File: config.mk
export PLATFORM = sky130hd
export DESIGN_NAME = pd_sequencer
export DESIGN_NICKNAME = d
export VERILOG_FILES = /design/src/rtl/pd_seq_pkg.sv /design/src/rtl/pd_wait_timer.sv /design/src/rtl/pd_mem_banks.sv /design/src/rtl/pd_seq_fsm.sv /design/src/rtl/pd_sequencer.sv
export SDC_FILE = /design/constraint.sdc
export NUM_CORES = 1
export LEC_CHECK = 0
export ABC_AREA = 1
export ABC_CLOCK_PERIOD_IN_PS = 2700
export CORE_MARGIN = 2
export CORE_UTILIZATION = 45
export CTS_BUF_LIST = sky130_fd_sc_hd__clkbuf_16
export DETAILED_ROUTE_END_ITERATION = 6
export GPL_ROUTABILITY_DRIVEN = 0
export GPL_TIMING_DRIVEN = 0
export PLACE_DENSITY_LB_ADDON = 0.15
export RECOVER_POWER = 100
export SYNTH_ARGS = -nofsm -noshare
export SYNTH_HDL_FRONTEND = slang
export SYNTH_SLANG_ARGS = --single-unit
export TNS_END_PERCENT = 20
File: constraint.sdc
create_clock -name clk -period 2.7 [get_ports clk]
set_input_delay 0.54 -clock clk [delete_from_list [all_inputs] [get_ports clk]]
set_output_delay 0.54 -clock clk [all_outputs]
set_load 0.005 [all_outputs]
File: src/rtl/pd_seq_pkg.sv
package pd_seq_pkg;

  localparam int unsigned FIELD_W = 2;
  localparam int unsigned WORD_W  = 32;

  typedef enum logic [3:0] {
    ST_IDLE,
    ST_OFF_MEM,
    ST_OFF_ISO,
    ST_OFF_GATE,
    ST_ON_MEM,
    ST_ON_RST,
    ST_ON_ISO,
    ST_ON_REL,
    ST_ON_CLK
  } seq_state_t;

  // Cycle count for a wait of 'us' microseconds at 'mhz'; never below one.
  function automatic int unsigned wait_cycles(int unsigned mhz, int unsigned us);
    int unsigned c;
    c = mhz * us;
    return (c < 1) ? 1 : c;
  endfunction

endpackage

File: src/rtl/pd_wait_timer.sv
module pd_wait_timer #(
  parameter int unsigned CNT_W = 8
) (
  input  logic             clk,
  input  logic             rst,
  input  logic             load,
  input  logic [CNT_W-1:0] load_val,
  output logic             expired
);

  logic [CNT_W-1:0] cnt_q;

  always_ff @(posedge clk) begin
    if (rst) begin
      cnt_q <= '0;
    end else if (load) begin
      cnt_q <= load_val;
    end else if (cnt_q != '0) begin
      cnt_q <= cnt_q - 1'b1;
    end
  end

  assign expired = (cnt_q == '0);

endmodule

File: src/rtl/pd_mem_banks.sv
module pd_mem_banks #(
  parameter int unsigned WORDS   = 2,
  parameter int unsigned WORD_W  = 32,
  parameter int unsigned FIELD_W = 2
) (
  input  logic                    clk,
  input  logic                    rst,
  input  logic                    set_all,
  input  logic                    clr_all,
  output logic [WORDS*WORD_W-1:0] pd
);

  localparam int unsigned FIELDS = WORD_W / FIELD_W;

  for (genvar w = 0; w < WORDS; w++) begin : g_word
    for (genvar f = 0; f < FIELDS; f++) begin : g_field
      logic [FIELD_W-1:0] field_q;

      always_ff @(posedge clk) begin
        if (rst || set_all) begin
          field_q <= '1;
        end else if (clr_all) begin
          field_q <= '0;
        end
      end

      assign pd[w*WORD_W + f*FIELD_W +: FIELD_W] = field_q;
    end
  end

endmodule

File: src/rtl/pd_seq_fsm.sv
module pd_seq_fsm
  import pd_seq_pkg::*;
#(
  parameter bit              HAS_TOP   = 1'b1,
  parameter bit              HAS_CLK   = 1'b1,
  parameter int unsigned     CNT_W     = 8,
  parameter logic [CNT_W-1:0] SETTLE_LD = '0,
  parameter logic [CNT_W-1:0] GATE_LD   = '0
) (
  input  logic             clk,
  input  logic             rst,
  input  logic             on_req,
  input  logic             off_req,
  input  logic             shutdown,
  input  logic             timer_done,
  output logic             timer_load,
  output logic [CNT_W-1:0] timer_val,
  output logic             mem_set,
  output logic             mem_clr,
  output logic             sleep_q,
  output logic             iso_q,
  output logic             drst_q,
  output logic             clken_q,
  output logic             busy_q,
  output logic             on_ack_q,
  output logic             off_ack_q
);

  seq_state_t state_q, state_d;
  logic       powered_now;
  logic       off_go;
  logic       on_go;
  logic       finish_off;

  assign powered_now = HAS_TOP ? ~sleep_q : 1'b1;
  assign off_go      = off_req | (shutdown & powered_now);
  assign on_go       = on_req & ~off_go;
  assign finish_off  = HAS_CLK ? (state_q == ST_OFF_GATE && timer_done)
                               : (state_q == ST_OFF_ISO && timer_done);

  always_comb begin
    state_d    = state_q;
    timer_load = 1'b0;
    timer_val  = SETTLE_LD;
    mem_set    = 1'b0;
    mem_clr    = 1'b0;
    unique case (state_q)
      ST_IDLE: begin
        if (off_go) begin
          timer_load = 1'b1;
          state_d    = ST_OFF_MEM;
        end else if (on_go) begin
          timer_load = 1'b1;
          state_d    = ST_ON_MEM;
        end
      end
      ST_OFF_MEM: begin
        if (timer_done) begin
          mem_set    = 1'b1;
          timer_load = 1'b1;
          state_d    = ST_OFF_ISO;
        end
      end
      ST_OFF_ISO: begin
        if (timer_done) begin
          if (HAS_CLK) begin
            timer_load = 1'b1;
            timer_val  = GATE_LD;
            state_d    = ST_OFF_GATE;
          end else begin
            state_d = ST_IDLE;
          end
        end
      end
      ST_OFF_GATE: begin
        if (timer_done) state_d = ST_IDLE;
      end
      ST_ON_MEM: begin
        if (timer_done) begin
          mem_clr    = 1'b1;
          timer_load = 1'b1;
          state_d    = ST_ON_RST;
        end
      end
      ST_ON_RST: begin
        if (timer_done) state_d = ST_ON_ISO;
      end
      ST_ON_ISO: state_d = ST_ON_REL;
      ST_ON_REL: state_d = ST_ON_CLK;
      ST_ON_CLK: state_d = ST_IDLE;
      default:   state_d = ST_IDLE;
    endcase
  end

  always_ff @(posedge clk) begin
    if (rst) begin
      state_q   <= ST_IDLE;
      sleep_q   <= HAS_TOP;
      iso_q     <= HAS_TOP;
      drst_q    <= 1'b1;
      clken_q   <= ~HAS_CLK;
      busy_q    <= 1'b0;
      on_ack_q  <= 1'b0;
      off_ack_q <= 1'b0;
    end else begin
      state_q   <= state_d;
      on_ack_q  <= 1'b0;
      off_ack_q <= 1'b0;
      if (state_q == ST_IDLE) begin
        if (off_go) begin
          sleep_q <= HAS_TOP;
          busy_q  <= 1'b1;
        end else if (on_go) begin
          sleep_q <= 1'b0;
          busy_q  <= 1'b1;
        end
      end
      if (state_q == ST_OFF_ISO && timer_done) iso_q <= HAS_TOP;
      if (state_q == ST_OFF_GATE && timer_done) clken_q <= 1'b0;
      if (finish_off) begin
        busy_q    <= 1'b0;
        off_ack_q <= 1'b1;
      end
      if (state_q == ST_ON_RST && timer_done) drst_q <= 1'b1;
      if (state_q == ST_ON_ISO) iso_q <= 1'b0;
      if (state_q == ST_ON_REL) drst_q <= 1'b0;
      if (state_q == ST_ON_CLK) begin
        clken_q  <= 1'b1;
        busy_q   <= 1'b0;
        on_ack_q <= 1'b1;
      end
    end
  end

endmodule

File: src/rtl/pd_sequencer.sv
module pd_sequencer
  import pd_seq_pkg::*;
#(
  parameter int unsigned CLK_MHZ   = 50,
  parameter int unsigned SETTLE_US = 20,
  parameter int unsigned GATE_US   = 20000,
  parameter int unsigned MEM_WORDS = 2,
  parameter bit          HAS_TOP   = 1'b1,
  parameter bit          HAS_CLK   = 1'b1
) (
  input  logic                          clk,
  input  logic                          rst,
  input  logic                          on_req,
  input  logic                          off_req,
  input  logic                          shutdown,
  output logic                          on_ack,
  output logic                          off_ack,
  output logic                          busy,
  output logic                          powered,
  output logic                          sleep_o,
  output logic                          iso_o,
  output logic [MEM_WORDS*WORD_W-1:0]   mem_pd_o,
  output logic                          dom_rst_o,
  output logic                          clk_en_o
);

  localparam int unsigned SETTLE_CYC = wait_cycles(CLK_MHZ, SETTLE_US);
  localparam int unsigned GATE_CYC   = wait_cycles(CLK_MHZ, GATE_US);
  localparam int unsigned MAX_CYC    = (GATE_CYC > SETTLE_CYC) ? GATE_CYC : SETTLE_CYC;
  localparam int unsigned CNT_W      = $clog2(MAX_CYC + 1);
  localparam logic [CNT_W-1:0] SETTLE_LD = CNT_W'(SETTLE_CYC - 1);
  localparam logic [CNT_W-1:0] GATE_LD   = CNT_W'(GATE_CYC - 1);

  logic             timer_load;
  logic [CNT_W-1:0] timer_val;
  logic             timer_done;
  logic             mem_set;
  logic             mem_clr;
  logic             sleep_q;

  pd_wait_timer #(.CNT_W(CNT_W)) u_timer (
    .clk      (clk),
    .rst      (rst),
    .load     (timer_load),
    .load_val (timer_val),
    .expired  (timer_done)
  );

  pd_mem_banks #(
    .WORDS   (MEM_WORDS),
    .WORD_W  (WORD_W),
    .FIELD_W (FIELD_W)
  ) u_banks (
    .clk     (clk),
    .rst     (rst),
    .set_all (mem_set),
    .clr_all (mem_clr),
    .pd      (mem_pd_o)
  );

  pd_seq_fsm #(
    .HAS_TOP   (HAS_TOP),
    .HAS_CLK   (HAS_CLK),
    .CNT_W     (CNT_W),
    .SETTLE_LD (SETTLE_LD),
    .GATE_LD   (GATE_LD)
  ) u_fsm (
    .clk        (clk),
    .rst        (rst),
    .on_req     (on_req),
    .off_req    (off_req),
    .shutdown   (shutdown),
    .timer_done (timer_done),
    .timer_load (timer_load),
    .timer_val  (timer_val),
    .mem_set    (mem_set),
    .mem_clr    (mem_clr),
    .sleep_q    (sleep_q),
    .iso_q      (iso_o),
    .drst_q     (dom_rst_o),
    .clken_q    (clk_en_o),
    .busy_q     (busy),
    .on_ack_q   (on_ack),
    .off_ack_q  (off_ack)
  );

  assign sleep_o = sleep_q;
  assign powered = HAS_TOP ? ~sleep_q : 1'b1;

endmodule

# --- Word level (Yosys, flattened, before mapping) ---
# Cells that the tools add are included.
classes:
  addsub: 1
  n_eq_ne: 14
  muxes: 30
  bitwise_logic: 5
  reduce_logical: 16
ops:
  columns: ["op", "n"]
  rows:
  - ["20-bit 2-to-1 mux", 4]
  - ["4-bit one-hot mux with 8 select lines", 1]
  - ["4-bit 2-to-1 mux", 7]
  - ["20-bit logical NOT", 1]
  - ["20-bit nonzero test", 1]
  - ["20-bit by 1-bit subtractor with 20-bit output (second input constant)", 1]
  - ["1-bit 2-to-1 mux", 17]
  - ["4-bit by 3-bit == test with 1-bit output (second input constant)", 4]
  - ["2-bit by 1-bit != test with 1-bit output (second input constant)", 5]
  - ["2-bit nonzero test", 5]
  - ["4-bit by 2-bit == test with 1-bit output (second input constant)", 2]
  - ["6-bit AND reduction", 1]
  - ["3-bit OR reduction", 2]
  - ["4-bit by 1-bit == test with 1-bit output (second input constant)", 1]
  - ["4-bit == test (second input constant)", 1]
  - ["4-bit logical NOT", 1]
  - ["1-bit logical AND", 3]
  - ["3-bit by 1-bit != test with 1-bit output (second input constant)", 1]
  - ["1-bit AND", 2]
  - ["1-bit NOT", 2]
  - ["1-bit one-hot mux with 2 select lines", 1]
  - ["2-bit AND reduction", 1]
  - ["1-bit logical OR", 1]
  - ["1-bit bitwise OR", 1]
totals:
  ff_bits: 33
  input_bits: 5

# --- Logic depth before layout (Yosys ltp) ---
# Gate-level depths: netlist of run 1.
logic_depth:
  word_depth: 9
  mapped_depth: 12
  ltp_nobuf: 12

# --- By module ---
# From an unflattened synthesis of run 1, not the netlist that was laid out.
hier_totals:
  cells_unflattened: 373
  hier_area_um2: 2568.7
by_module_without_submodules:
  columns: ["mod", "instances", "cells_per_inst", "area_per_inst_um2"]
  rows:
  - ["pd_wait_timer", 1, 194, 1353.8]
  - ["pd_seq_fsm", 1, 110, 703.2]
  - ["pd_mem_banks", 1, 68, 508.0]
  - ["pd_sequencer", 1, 1, 3.8]

# --- Least setup slack after synthesis of run 1 ---
# OpenSTA, ideal clock, no wires.
synth_timing:
  path_type: "register -> output"
  start: "reg u_banks.g_word[1].g_field[13].field_q[0] (netlist name)"
  end: "out mem_pd_o[10]"
  arrival_ps: 1602
  required_time_ps: 2160
  path_slack_ps: 558
  path_stages_with_launch: 2
  path_buffers: 1
  cell_sequence: "dfxtp_1 > buf_4"
synth_rtl:
  columns: ["element", "line_no", "text"]
  rows:
  - ["end, declared", "pd_sequencer.sv:22", "output logic [MEM_WORDS*WORD_W-1:0] mem_pd_o,"]

==> flow_summary.ini, run 1 <==
[synthesis]
synth_warnings = 0
synth_cell_types = 31
synthArstFlopShare_pct = 0
seq_area_frac_synth_pct = 26.23
synth_edf_count = 0
syn_area_um2 = 2442
syn_avg_cell_area_um2 = 6.938
synthCells = 352
syn-num-nets = 359
ys_ff_latch = 32
synth_flop_cell = dfxtp_1

[die]
die_area_um2 = 6033
core_area_um2 = 5172
row_count = 26
start_util_pct = 47.22
die_h_um = 77.67
ios = 77
die_x_um = 77.67

[power_and_ir_drop]
intPower_w = 0.001421
p_leak_nw = 1.568
combPwrFrac_pct = 51.0
p_sw_share_pct = 46.20
ir_drop_uv = 515.6
p_sw_w = 0.001220
p_clk_share_pct = 21.0
p_per_area_nw_per_um2 = 776.2
seq_power_share_pct = 28.0

[status]
run_status = finished clean

[detailed_routing]
drcViolationCount = 0
wl_um = 5902
drtPass1Iterations = 5
vias_per_cell = 4.564
wl_per_cell_um = 11.64
vias = 2314
ant_nets = 0
drtIter0Drc = 106

[clock_tree]
clockBufferDepth = 2
clkTransAtPathRegs_ns = 0.05
clk_latency_ns = 0.28
h-tree-depth = 2
post_cts_buffers = 0
hold_buffers = 0
cts_buffers = 5
cts_tree = done
cts-root-buf = clkbuf_16
cts.sinks = 32
cts_resized = 0

[timing]
finalMaxSlewViolations = 0
clock.fmax_mhz = 418.3
setup_violations = 0
finalHoldViolCount = 0
worst_slew_pin_slew_ns = 0.5596
skew_ns = 0.005692
period_minus_slack_ns = 2.391
min_period_over_period_pct = 88.55
maxSlewHeadroom_pct = 62.56
rsz0062_at_grt = false

[layout]
stdcell_count = 507
area_growth_pct = 39.29
drive_above_1_share_pct = 24.94
n_fill_cell = 446
n_antenna_cell = 0
num-nets-final = 443
postLayoutCellArea_um2 = 3402

[flow_run]
max-cap-violations = 0

[place]
place_inst = 499
hpwl_um = 4578
dpl_cell_area_um2 = 3312
io_buffers = 76

[global_route]
grt_max_degree = 53
grt_pass1_vias = 2071
antenna_found_initial = 0
track_usage_pct = 20.37
grt_overflow = 0
grt_pass1_wl_um = 9873

[critical_path]
path_max_fanout = 52
endpoint_kind = primary output
arrival_ns = 1.85
startpoint_type = register
crit_type = reg -> out
worstPathRequired_ns = 2.16

[hold_path]
hp-class = reg -> reg
area by class of cell:
type	instances	area (um2)	share of cell area, %
flip-flops and latches	32	640.6	18.83
inverters	38	142.6	4.193
repair buffers	77	780.7	22.95
well taps	70	87.58	2.574
clock buffers	5	125.1	3.678
multi-input cells	216	1122	32.99
clock inverters	3	18.77	0.5517
plain buffers	66	484.2	14.23
flip-flops by register name, summed over array words and instances, names as in the netlist:
| signal | flops |
|---|---|
| u_banks.g_word.g_field.field_q | 1 |
| u_fsm.busy_q | 1 |
| u_fsm.clken_q | 1 |
| u_fsm.drst_q | 1 |
| u_fsm.iso_q | 1 |
| u_fsm.off_ack_q | 1 |
| u_fsm.on_ack_q | 1 |
| u_fsm.sleep_q | 1 |
| u_fsm.state_q | 4 |
| u_timer.cnt_q | 20 |
cell usage after synthesis, types with 4 or more instances:
cell / instances / area (um2)
buf_4: 63 / 473.0
inv_1: 32 / 120.1
nor2_1: 42 / 157.7
nor2_4: 9 / 101.4
nor3_1: 5 / 25.02
nand2_2: 9 / 56.30
nand2_1: 64 / 240.2
xor2_1: 7 / 61.31
dfxtp_1: 32 / 640.6
nor2_2: 15 / 93.84
inv_2: 6 / 22.52
a21oi_1: 13 / 65.06
nand3_1: 18 / 90.09
o21ai_0: 4 / 20.02
a31oi_1: 5 / 31.28
cells in the final DEF (no fill, tap or decap), drive strengths merged, types with 3 or more instances in the layout:
cell type	count
clkdlybuf4s50	58
dlygate4sd3	18
buf	20
clkinv	3
dfxtp	32
nor2	66
xor2	7
nand2	75
clkbuf	52
nand3	23
nor3	6
a31oi	5
a21oi	13
o211ai	3
o21ai	4
inv	38
path summary, 6_finish.rpt:
| check | from | end | slack (ns) | depth (start not counted) |
|---|---|---|---|---|
| min | u_fsm.drst_q | u_fsm.drst_q | 0.46 | 2 |
| max | u_banks.g_word[1].g_field[13].field_q[0] | mem_pd_o[3] | 0.31 | 3 |
| max reg2reg | u_timer.cnt_q[0] | u_timer.cnt_q[19] | 0.56 | 12 |
| min reg2reg | u_fsm.drst_q | u_fsm.drst_q | 0.46 | 2 |
stage by stage:
stage | hold WS (ns) | setup WS (ns) | total power, W | TNS (ns) | util, %
3_5_place_dp | 0.4595 | 0.7314 | 0.002150 | 0 | 64.03
6_report | 0.4637 | 0.3092 | 0.002641 | 0 | 65.77
4_1_cts | 0.4754 | 0.4544 | 0.002726 | 0 | 66.81
3_3_place_gp | 0.4575 | -0.2429 | 0.002128 | -13.32 | 63.62
5_1_grt | 0.5286 | 0.2032 | 0.002861 | 0 | 65.77
2_1_floorplan | 0.4647 | 0.5575 | 0.001828 | 0 | -
power groups by stage:
| stage | Combinational [W] | Sequential [W] | Clock, W |
|---|---|---|---|
| floorplan | 0.00110 | 0.000724 | 0 |
| global route | 0.00152 | 0.000757 | 0.000588 |
| detailed placement | 0.00140 | 0.000747 | 0 |
| finish | 0.00135 | 0.000740 | 0.000555 |
| CTS | 0.00142 | 0.000739 | 0.000569 |
| global placement | 0.00138 | 0.000746 | 0 |
critical path: stages (launching register included):
cell	delay, ns
dfxtp_1	0.59
buf_12	0.27
buf_4	0.13
dlygate4sd3_1	0.58
cells by family (layout without fill, tap and decap cells):
family          count (synthesis)  count (layout)  share of synthesized area, %
buf+inv                       104             189                         25.97
compound gates                 29              29                         6.814
simple gates                  178             178                         37.45
xor+xnor                        7               7                         2.510
flops                          32              32                         26.23
fa+ha+maj                       2               2                         1.024
routing by layer:
layer | part of all wire, % | global-route usage (%) | vias to the layer above | wire (um)
li1 | - | - | 1216 | -
met1 | 44 | 24.32 | 1013 | 2596
met2 | 49 | 35.78 | 79 | 2890
met3 | 5.8 | 4.302 | 6 | 341
met4 | 1.2 | 7.321 | 0 | 72
met5 | 0 | 0 | - | 0
(Power assumes the default switching activity.)
==> inputs of run 2 (changes only) <==
--- a/config.mk
+++ b/config.mk
@@ -7,6 +7,7 @@
 export LEC_CHECK = 0
 export ABC_AREA = 1
 export ABC_CLOCK_PERIOD_IN_PS = 2700
+export CAP_MARGIN = 40
 export CORE_MARGIN = 2
 export CORE_UTILIZATION = 45
 export CTS_BUF_LIST = sky130_fd_sc_hd__clkbuf_16
==> flow_summary.ini, run 2 (synthesis gave the netlist of run 1 again) <==
[timing]
clock.fmax_mhz = 418.3
rsz0062_at_grt = false
skew_ns = 0.005692
period_minus_slack_ns = 2.391
maxSlewHeadroom_pct = 62.56
min_period_over_period_pct = 88.55
worst_slew_pin_slew_ns = 0.5596
finalMaxSlewViolations = 0
setup_violations = 0
finalHoldViolCount = 0

[clock_tree]
cts-root-buf = clkbuf_16
post_cts_buffers = 0
clockBufferDepth = 2
cts.sinks = 32
clkTransAtPathRegs_ns = 0.05
cts_buffers = 5
hold_buffers = 0
h-tree-depth = 2
cts_tree = done
clk_latency_ns = 0.28
cts_resized = 0

[power_and_ir_drop]
p_per_area_nw_per_um2 = 776.2
ir_drop_uv = 515.6
p_leak_nw = 1.568

[detailed_routing]
ant_nets = 0
drtIter0Drc = 106
vias = 2314
drcViolationCount = 0
drtPass1Iterations = 5
wl_um = 5902
wl_per_cell_um = 11.64
vias_per_cell = 4.564

[critical_path]
startpoint_type = register
crit_path_end = mem_pd_o[3]
reg2reg_slack_ns = 0.56
crit_type = reg -> out
worstPathRequired_ns = 2.16
critPathMaxStageDelay_ns = 0.59
path_max_fanout = 52
critical_path.slowest_cell = dfxtp_1
crit_chain = buf_12, buf_4, dlygate4sd3_1
startpoint = u_banks.g_word[1].g_field[13].field_q[0]
r2r_end = u_timer.cnt_q[19]
rr_startpoint = u_timer.cnt_q[0]
reg2regPathDepth = 12
arrival_ns = 1.85
endpoint_kind = primary output

[layout]
largest_register = u_timer.cnt_q
n_antenna_cell = 0
postLayoutCellArea_um2 = 3402
area_growth_pct = 39.29
mostFrequentLayoutCells = nand2_1, clkdlybuf4s50_1, clkbuf_4, nor2_1, inv_1
largest_reg_flops = 20
reg_top3 = u_timer.cnt_q x20, u_fsm.state_q x4
drive_above_1_share_pct = 24.94
num-nets-final = 443
mostFrequentLayoutCell = nand2_1
stdcell_count = 507

[global_route]
track_usage_pct = 20.37
grt_pass1_vias = 2071
grt_pass1_wl_um = 9873
grt_overflow = 0
antenna_found_initial = 0
grt_max_degree = 53

[die]
ios = 77
core_area_um2 = 5172
die_h_um = 77.67
die_area_um2 = 6033
row_count = 26
start_util_pct = 47.22
die_x_um = 77.67

[place]
place_inst = 499
hpwl_um = 4578
io_buffers = 76
dpl_cell_area_um2 = 3312

[status]
run_status = finished clean

[flow_run]
max-cap-violations = 0

[hold_path]
hp-class = reg -> reg
==> run 2: cell counts in the layout (fill, tap and decap cells not counted) <==
Identical to the previous run, type by type.
==> run 2: worst min-delay path by stage <==
stage / startpoint / endpoint / slack, ns / cells past startpoint
final: u_fsm.drst_q / u_fsm.drst_q / 0.46 / 2
after global routing: u_fsm.drst_q / u_fsm.drst_q / 0.53 / 2
after CTS: u_fsm.drst_q / u_fsm.drst_q / 0.48 / 2
after detailed placement: u_fsm.drst_q / u_fsm.drst_q / 0.46 / 2
after global placement: u_fsm.drst_q / u_fsm.drst_q / 0.46 / 2
after floorplan: u_fsm.drst_q / u_fsm.drst_q / 0.46 / 2
==> run 2: worst max-delay path: cells and delay by family, from the launching register on <==
kind                   cells  cell delay (ns)
buffers and inverters      3             0.98
DFF                        1             0.59
==> run 2: power by group <==
| part | total, W | switching, W | leakage, nW | internal, W |
|---|---|---|---|---|
| clock | 0.000555 | 0.000216 | 0.0736 | 0.000339 |
| sequential | 0.000740 | 0.000143 | 0.263 | 0.000597 |
| combinational | 0.00135 | 0.000861 | 1.23 | 0.000485 |
| total | 0.00264 | 0.00122 | 1.57 | 0.00142 |
==> run 2: final cells by class <==
cell class / count / area (um2)
plain buffers: 66 / 484.2
clock buffers: 5 / 125.1
clock inverters: 3 / 18.77
fillers: 446 / 1770
inverters: 38 / 142.6
multi-input cells: 216 / 1122
flip-flops and latches: 32 / 640.6
well taps: 70 / 87.58
repair buffers: 77 / 780.7
==> run 2: stage by stage <==
stage / worst slack [ns] / power [W] / setup TNS, ns / hold slack [ns] / util [%]
floorplan: 0.5575 / 0.001828 / 0 / 0.4647 / -
global placement: -0.2429 / 0.002128 / -13.32 / 0.4575 / 63.62
detailed placement: 0.7314 / 0.002150 / 0 / 0.4595 / 64.03
CTS: 0.4544 / 0.002726 / 0 / 0.4754 / 66.81
global route: 0.2032 / 0.002861 / 0 / 0.5286 / 65.77
finish: 0.3092 / 0.002641 / 0 / 0.4637 / 65.77
==> run 2: metal layers <==
layer | part of all wire (%) | vias up | track usage, %
met1 | 44 | 1013 | 24.32
met3 | 5.8 | 6 | 4.302
li1 | - | 1216 | -
met4 | 1.2 | 0 | 7.321
met2 | 49 | 79 | 35.78
met5 | 0 | - | 0
==> inputs of run 3 (changes only) <==
--- a/config.mk
+++ b/config.mk
@@ -9,10 +9,9 @@
 export ABC_CLOCK_PERIOD_IN_PS = 2700
 export CAP_MARGIN = 40
 export CORE_MARGIN = 2
-export CORE_UTILIZATION = 45
+export CORE_UTILIZATION = 47
 export CTS_BUF_LIST = sky130_fd_sc_hd__clkbuf_16
 export DETAILED_ROUTE_END_ITERATION = 6
-export GPL_ROUTABILITY_DRIVEN = 0
 export GPL_TIMING_DRIVEN = 0
 export PLACE_DENSITY_LB_ADDON = 0.15
 export RECOVER_POWER = 100
==> flow_summary.ini, run 3 (synthesis gave the netlist of run 1 again) <==
[status]
run_status = finished clean

[clock_tree]
post_cts_buffers = 0
h-tree-depth = 2
clockBufferDepth = 2
clk_latency_ns = 0.28
cts-root-buf = clkbuf_16
clkTransAtPathRegs_ns = 0.05
cts_buffers = 5
cts.sinks = 32
cts_tree = done
cts_resized = 0
hold_buffers = 0

[layout]
largest_register = u_timer.cnt_q
mostFrequentLayoutCells = nand2_1, clkdlybuf4s50_1, clkbuf_4, nor2_1, inv_1
reg_top3 = u_timer.cnt_q x20, u_fsm.state_q x4
stdcell_count = 507
area_growth_pct = 38.73
mostFrequentLayoutCell = nand2_1
num-nets-final = 443
largest_reg_flops = 20
utilization_pct = 66.77
n_antenna_cell = 0
drive_above_1_share_pct = 24.49
postLayoutCellArea_um2 = 3388

[detailed_routing]
vias = 2318
drtIter0Drc = 93
wl_um = 5864
drcViolationCount = 0
ant_nets = 0
wl_per_cell_um = 11.57
drtPass1Iterations = 4
vias_per_cell = 4.572

[global_route]
grt_overflow = 0
grt_max_degree = 55
grt_pass1_wl_um = 9942
antenna_found_initial = 0
grt_pass1_vias = 2065
track_usage_pct = 20.51

[place]
pre_cts_slack_ns = 0.7206
hpwl_um = 4627
place_inst = 499
io_buffers = 76
place_congestion = 0.8745
dpl_cell_area_um2 = 3312

[die]
die_x_um = 76.09
start_util_pct = 48.13
die_area_um2 = 5789
row_count = 26
core_area_um2 = 5075
die_h_um = 76.09
ios = 77

[critical_path]
startpoint = u_banks.g_word[1].g_field[13].field_q[0]
endpoint_kind = primary output
crit_type = reg -> out
worstPathRequired_ns = 2.16
rr_startpoint = u_timer.cnt_q[0]
arrival_ns = 1.85
path_max_fanout = 54
startpoint_type = register

[hold_path]
hp-class = reg -> reg
min_from = u_fsm.drst_q

[power_and_ir_drop]
p_leak_nw = 1.537
ir_drop_uv = 582.6
p_per_area_nw_per_um2 = 772.5

[timing]
skew_ns = 0.003086
finalHoldViolCount = 0
min_period_over_period_pct = 88.63
clock.fmax_mhz = 417.9
setup_ws_ns = 0.3070
period_minus_slack_ns = 2.393
rsz0062_at_grt = false
finalMaxSlewViolations = 0
worst_slew_pin_slew_ns = 0.6501
setup-tns-final_ns = 0
maxSlewHeadroom_pct = 56.50
setup_violations = 0

[flow_run]
max-cap-violations = 0
==> run 3: cell types whose count changed in the layout (fill, tap and decap cells not counted), sizes merged <==
cell / before / now
buf: 20 / 18
clkbuf: 52 / 54
clkdlybuf4s50: 58 / 50
clkinv: 3 / 1
clkinvlp: 0 / 1
dlygate4sd3: 18 / 26
inv: 38 / 39
==> run 3: worst paths after layout <==
path              cells after the start  slack, ns           endpoint
setup / recovery                      3       0.31       mem_pd_o[46]
hold / removal                        2       0.48       u_fsm.drst_q
setup reg to reg                     12       0.42  u_timer.cnt_q[19]
hold reg to reg                       2       0.48       u_fsm.drst_q
==> run 3: routing by layer <==
layer | vias to the layer above | wire length, um | part of all wire, % | track usage [%]
met5 | - | 0 | 0 | 0
met3 | 7 | 303 | 5.2 | 4.384
li1 | 1214 | - | - | -
met4 | 0 | 81 | 1.4 | 6.909
met1 | 1034 | 2710 | 46 | 26.07
met2 | 63 | 2769 | 47 | 34.64
==> run 3: report_power, final <==
group          switching [W]  total (W)  leakage [nW]  internal (W)
logic               0.000854    0.00133          1.21      0.000481
registers           0.000146   0.000743         0.263      0.000597
clock network       0.000205   0.000540        0.0687      0.000334
total                0.00120    0.00262          1.54       0.00141
==> run 3: through the flow <==
stage | hold slack (ns) | power (W)
after CTS | 0.4886 | 0.002703
after detailed placement | 0.4678 | 0.002154
after floorplan | 0.4647 | 0.001828
final | 0.4808 | 0.002618
after global routing | 0.5190 | 0.002837
after global placement | 0.4568 | 0.002124
==> run 3: worst max-delay path: stages, from the launching register on <==
cell	delay, ns
dfxtp_1	0.58
buf_12	0.27
buf_4	0.14
dlygate4sd3_1	0.58
==> run 3: cell type report <==
type	instances	area [um2]
Tap cell	70	87.58
Buffer	66	484.2
Inverter	38	142.6
Sequential cell	32	640.6
Multi-Input combinational cell	216	1112
Clock inverter	3	15.01
Timing Repair Buffer	77	780.7
Fill cell	481	1687
Clock buffer	5	125.1
